==> config.mk <==
export PLATFORM = sky130hd
export DESIGN_NAME = tp_sequencer
export DESIGN_NICKNAME = d
export VERILOG_FILES = /design/src/rtl/tp_seq_pkg.sv /design/src/rtl/tp_step_sync.sv /design/src/rtl/tp_next_state.sv /design/src/rtl/tp_bkpt_cmp.sv /design/src/rtl/tp_sequencer.sv
export SDC_FILE = /design/constraint.sdc
export NUM_CORES = 1
export LEC_CHECK = 0
export BUFFER_PORTS_ARGS = -buffer_cell sky130_fd_sc_hd__buf_4
export CORE_MARGIN = 2
export CORE_UTILIZATION = 50
export DETAILED_ROUTE_END_ITERATION = 10
export PLACE_DENSITY_LB_ADDON = 0.1
export SLEW_MARGIN = 5
export SYNTH_ARGS = -nofsm -noshare
export SYNTH_HDL_FRONTEND = slang
export SYNTH_SLANG_ARGS = --single-unit
==> constraint.sdc <==
create_clock -name clk -period 6.15 [get_ports clk]
set_input_delay 0.615 -clock clk [delete_from_list [all_inputs] [get_ports clk]]
set_output_delay 0.615 -clock clk [all_outputs]
set_load 0.01 [all_outputs]
==> src/rtl/tp_seq_pkg.sv <==
package tp_seq_pkg;

  localparam int TP_COUNT = 12;
  localparam int STATE_W  = 4;

  typedef enum logic [STATE_W-1:0] {
    ST_STBY  = 4'd0,
    ST_TP1   = 4'd1,
    ST_TP2   = 4'd2,
    ST_TP3   = 4'd3,
    ST_TP4   = 4'd4,
    ST_TP5   = 4'd5,
    ST_TP6   = 4'd6,
    ST_TP7   = 4'd7,
    ST_TP8   = 4'd8,
    ST_TP9   = 4'd9,
    ST_TP10  = 4'd10,
    ST_TP11  = 4'd11,
    ST_TP12  = 4'd12,
    ST_PWRON = 4'd13,
    ST_SRLSE = 4'd14,
    ST_WAIT  = 4'd15
  } seq_state_e;

endpackage

==> src/rtl/tp_step_sync.sv <==
module tp_step_sync #(
  parameter int STAGES = 2
) (
  input  logic clk,
  input  logic rst,
  input  logic din,
  output logic level_o,
  output logic press_o
);
  logic [STAGES-1:0] chain_q;
  logic              prev_q;

  // shift register synchroniser plus one delayed copy for edge detection
  always_ff @(posedge clk) begin
    if (rst) begin
      chain_q <= '0;
      prev_q  <= 1'b0;
    end else begin
      chain_q <= {chain_q[STAGES-2:0], din};
      prev_q  <= chain_q[STAGES-1];
    end
  end

  assign level_o = chain_q[STAGES-1];
  assign press_o = chain_q[STAGES-1] & ~prev_q;
endmodule

==> src/rtl/tp_next_state.sv <==
module tp_next_state
  import tp_seq_pkg::*;
(
  input  seq_state_e state_i,
  input  logic       fast_stb_i,
  input  logic       slow_stb_i,
  input  logic       por_sw_i,
  input  logic       run_sw_i,
  input  logic       inst_sw_i,
  input  logic       sni_sw_i,
  input  logic       step_level_i,
  input  logic       step_press_i,
  output seq_state_e next_o,
  output logic       leave_tp12_o
);
  logic keep_running;

  assign keep_running = run_sw_i & inst_sw_i & ~sni_sw_i;
  assign leave_tp12_o = (state_i == ST_TP12) & fast_stb_i;

  always_comb begin
    next_o = state_i;
    case (state_i)
      ST_STBY:  if (por_sw_i && slow_stb_i) next_o = ST_PWRON;
      ST_PWRON: if (!por_sw_i && fast_stb_i) next_o = ST_TP1;
      ST_TP12:  if (fast_stb_i) next_o = keep_running ? ST_TP1 : ST_SRLSE;
      ST_SRLSE: if (!step_level_i) next_o = ST_WAIT;
      ST_WAIT:  if (step_press_i) next_o = ST_TP1;
      default:  if (fast_stb_i) next_o = seq_state_e'(state_i + 4'd1);
    endcase
  end
endmodule

==> src/rtl/tp_bkpt_cmp.sv <==
module tp_bkpt_cmp #(
  parameter int ADDR_W = 12
) (
  input  logic              en_i,
  input  logic [ADDR_W-1:0] bp_addr_i,
  input  logic [ADDR_W-1:0] cur_addr_i,
  output logic              hit_o
);
  assign hit_o = en_i & (bp_addr_i == cur_addr_i);
endmodule

==> src/rtl/tp_sequencer.sv <==
module tp_sequencer
  import tp_seq_pkg::*;
#(
  parameter int ADDR_W      = 12,
  parameter int SYNC_STAGES = 2
) (
  input  logic                clk,
  input  logic                rst,
  input  logic                fast_stb_i,
  input  logic                slow_stb_i,
  input  logic                por_sw_i,
  input  logic                run_sw_i,
  input  logic                inst_sw_i,
  input  logic                step_sw_i,
  input  logic                sni_sw_i,
  input  logic                bp_en_i,
  input  logic [ADDR_W-1:0]   bp_addr_i,
  input  logic [ADDR_W-1:0]   cur_addr_i,
  output logic [STATE_W-1:0]  state_o,
  output logic [TP_COUNT-1:0] tp_o,
  output logic                force_manual_o
);
  seq_state_e          state_q;
  seq_state_e          state_d;
  logic                step_level;
  logic                step_press;
  logic                leave_tp12;
  logic                bp_hit;
  logic [TP_COUNT-1:0] tp_d;

  tp_step_sync #(.STAGES(SYNC_STAGES)) u_step_sync (
    .clk     (clk),
    .rst     (rst),
    .din     (step_sw_i),
    .level_o (step_level),
    .press_o (step_press)
  );

  tp_next_state u_next (
    .state_i      (state_q),
    .fast_stb_i   (fast_stb_i),
    .slow_stb_i   (slow_stb_i),
    .por_sw_i     (por_sw_i),
    .run_sw_i     (run_sw_i),
    .inst_sw_i    (inst_sw_i),
    .sni_sw_i     (sni_sw_i),
    .step_level_i (step_level),
    .step_press_i (step_press),
    .next_o       (state_d),
    .leave_tp12_o (leave_tp12)
  );

  tp_bkpt_cmp #(.ADDR_W(ADDR_W)) u_bkpt (
    .en_i       (bp_en_i),
    .bp_addr_i  (bp_addr_i),
    .cur_addr_i (cur_addr_i),
    .hit_o      (bp_hit)
  );

  // one-hot pulse decode from the next state, so it registers alongside it
  generate
    for (genvar gi = 0; gi < TP_COUNT; gi++) begin : g_tp
      assign tp_d[gi] = (state_d == seq_state_e'(4'(gi + 1)));
    end
  endgenerate

  always_ff @(posedge clk) begin
    if (rst) begin
      state_q        <= ST_STBY;
      tp_o           <= '0;
      force_manual_o <= 1'b0;
    end else begin
      state_q        <= state_d;
      tp_o           <= tp_d;
      force_manual_o <= leave_tp12 & bp_hit;
    end
  end

  assign state_o = state_q;
endmodule

==> impl_summary.log <==
[metrics] status: finished clean
[metrics] commonest non-fill, non-tap cell in the layout: buf_4
[metrics] number of nets produced by synthesis: 155
[metrics] proportion of layout cells with a drive suffix above 1: approximately two fifths
[metrics] initial detailed-routing violation count: 38
[metrics] count of boundary I/O pins: roughly 50
[metrics] DRT antenna net count: 0
[metrics] number of inserted diodes: 0
[metrics] total instance count after detailed placement: 190
[metrics] CTS HTree Levels: 1
[metrics] gr busiest metal: met2
[metrics] synthesized flop and latch total: 20
[metrics] pin count of the biggest net entering global routing: 13
[metrics] met1 Track Usage GR: 26.3%
[metrics] worst-margin pin slew: between 0.4 and 0.5 ns
[metrics] total grt overflow: 0
[metrics] Post-Layout Inst Area: 0.00152 sq mm
[metrics] number of hold violations in the final report: 0
[metrics] count of endpoints failing setup in the final report: 0
[metrics] largest fanout on the critical path: 8
[metrics] Setup Total Neg Slack: 0 ns
[metrics] distinct cell type count of the synthesized netlist: 42
[metrics] post-synthesis average cell area: 9.70 sq um
[metrics] setup slack at placement: 3.75 ns
[metrics] endpoint type of the worst setup path: flop
[metrics] number of buffers inserted by hold repair at cts: 0
[metrics] half-perimeter wire length after detailed placement: 1820 microns
[metrics] final worst setup slack: 3.68 ns
[metrics] sequential area share after synthesis: 35.3%
[metrics] number of CTS-inserted buffers: 3
[metrics] Post-CTS Setup Bufs: 0
[metrics] clock latency of the later-clocked register in the worst-skew pair: 0.32 ns
[metrics] Std-Cell Core Area: 0.00217 sq mm
[metrics] fraction of registers with async set or reset after synthesis: 0%
[metrics] number of buffers added on ports: 50
[metrics] root buffer cell: clkbuf_4
[metrics] vias in the first global route: 955
[metrics] Initial Utilization: 52.3%
[metrics] wire length of the first global-routing pass: around 4100 microns
[metrics] die boundary width: 51.6 microns
[metrics] WL per Instance: 12.1 microns
[metrics] Util after Layout: between 70% and 80%
[metrics] maximum clock path buffer count: 2
[metrics] static leakage: around 0.65 nW
[metrics] last weighted congestion value of the routability-driven placer: between 0.8 and 0.9
[metrics] Achievable Freq: between 400 and 500 MHz
[metrics] share of the clock period used by the worst path after layout: 40.1%
[metrics] total standard cell area after synthesis: 0.00113 sq mm
[metrics] required time worst endpoint: between 6 and 7 ns
[metrics] post-layout net count: ~210
[metrics] clk sink count: 20
[metrics] crit path DAT: 2.71 ns
[metrics] unrepaired setup endpoints after global routing: no
[metrics] Max Cap Violations: 0
[metrics] worst hold margin: 0.451 ns
[metrics] power consumption: 0.553 mW
[metrics] number of rows created at floorplan: 17
[metrics] worst max-slew margin expressed relative to the limit: 66.6%
[metrics] die height: around 52 microns
[metrics] area growth from synthesis to layout: 34.2%
[metrics] global router's overall resource usage: 20.2%
[metrics] number of synthesized flops with an enable pin: 0
[metrics] clk slew on worst S/H paths: about 0.12 ns
[metrics] CTS tree: done
[metrics] most common flop cell mapped by yosys: dfxtp_1
[metrics] power density relative to cell area: 363 mW/mm^2
[metrics] Layout Skew: 0.00719 ns
[metrics] cell count after synthesis: between 100 and 150
[metrics] maximum resistive drop on vdd: around 0.23 mV
[metrics] warnings from Yosys: 0
[metrics] hold crit path type: reg2reg
[metrics] die outline area: 0.00267 sq mm
[metrics] slack of the worst reg-to-reg path: 3.68 ns
[metrics] final slew viol count: 0
[metrics] met2 usage: 32.1%
[metrics] post-detailed-placement cell area: 0.00147 sq mm
[metrics] post-cts sizing count: 0
[metrics] post-layout min period: 2.47 ns
[metrics] category of the most critical setup path: reg2reg
[metrics] met3 track demand over resource: 3.74%
[metrics] post-route insts no fill: 194
[metrics] Worst Setup Start Kind: flop
[metrics] total number of vias: 1,066
[metrics] post-detailed-route via-to-cell ratio: around 5.5
[metrics] DRC violations left: 0
[metrics] routed wire length: roughly 2400 microns
[metrics] first-pass iteration count of the detailed router: 4
[metrics] most frequent cells in the layout: buf_4, dfxtp_1, nor3_1
[metrics] number of antenna violations at the first check in global routing: 0
==> Yosys cell counts, types with 2 or more instances <==
master | number | area share (%)
nor3b_1 | 3 | 2.0
nor2b_1 | 5 | 2.8
nand3_1 | 6 | 2.6
o21ai_0 | 3 | 1.3
ha_1 | 4 | 4.4
inv_1 | 3 | 0.99
nor3_1 | 13 | 5.7
nor4_1 | 2 | 1.1
xor2_1 | 5 | 3.9
xnor2_1 | 9 | 6.9
clkbuf_8 | 2 | 2.4
or3_4 | 2 | 2.0
nand4_1 | 4 | 2.2
nor2_1 | 4 | 1.3
dfxtp_1 | 20 | 35
a21oi_1 | 2 | 0.88
nand2_1 | 5 | 1.7
==> cells by family after synthesis <==
logic type | after synthesis | share of synthesized area [%]
buffers and inverters | 8 | 7.61
DFF | 20 | 35.3
and+or+nand+nor | 56 | 31.5
xor gates and xnor gates | 14 | 10.8
adders and majority gates | 4 | 4.41
AOI/OAI and AO/OA | 15 | 10.4
==> report_power, final <==
part | switching [mW] | leakage (nW) | internal, mW
clock | 0.0440 | 0.0279 | 0.0660
sequential | 0.0263 | 0.163 | 0.149
combinational | 0.139 | 0.458 | 0.128
==> sequential cells by signal (all words and copies together) (netlist names) <==
name / cells
u_step_sync.chain_q: 2
u_step_sync.prev_q: 1
state_o: 4
force_manual_o: 1
tp_o: 12
==> per-layer routing <==
metal,routed length (microns),up-vias
met5,0,-
met4,58,0
met3,227,7
met2,1090,72
met1,973,460
li1,-,527
==> worst paths after layout <==
path                          start                endpoint  cells past startpoint
max                      state_o[0]                 tp_o[4]                      7
min          u_step_sync.chain_q[0]  u_step_sync.chain_q[1]                      1
max reg2reg              state_o[0]                 tp_o[4]                      7
min reg2reg  u_step_sync.chain_q[0]  u_step_sync.chain_q[1]                      1
==> cell type report <==
| cell class | instances | area [sq um] |
|---|---|---|
| flip-flops and latches | 20 | 400 |
| clock buffers | 3 | 22.5 |
| clock inverters | 1 | 30.0 |
| well taps | 28 | 35.0 |
| repair buffers | 50 | 375 |
| fillers | 161 | 647 |
| inverters | 3 | 11.3 |
| multi-input cells | 89 | 648 |
==> worst max-delay path, cell delays in order, from the launching register on <==
cell     delay [ns]
dfxtp_1        0.47
inv_1          0.12
ha_1           0.29
or4_4          0.59
a31oi_4        0.29
nand2_1        0.12
or3_4          0.36
nor3_1         0.14
Note: power is estimated with default switching activity, not from simulation.
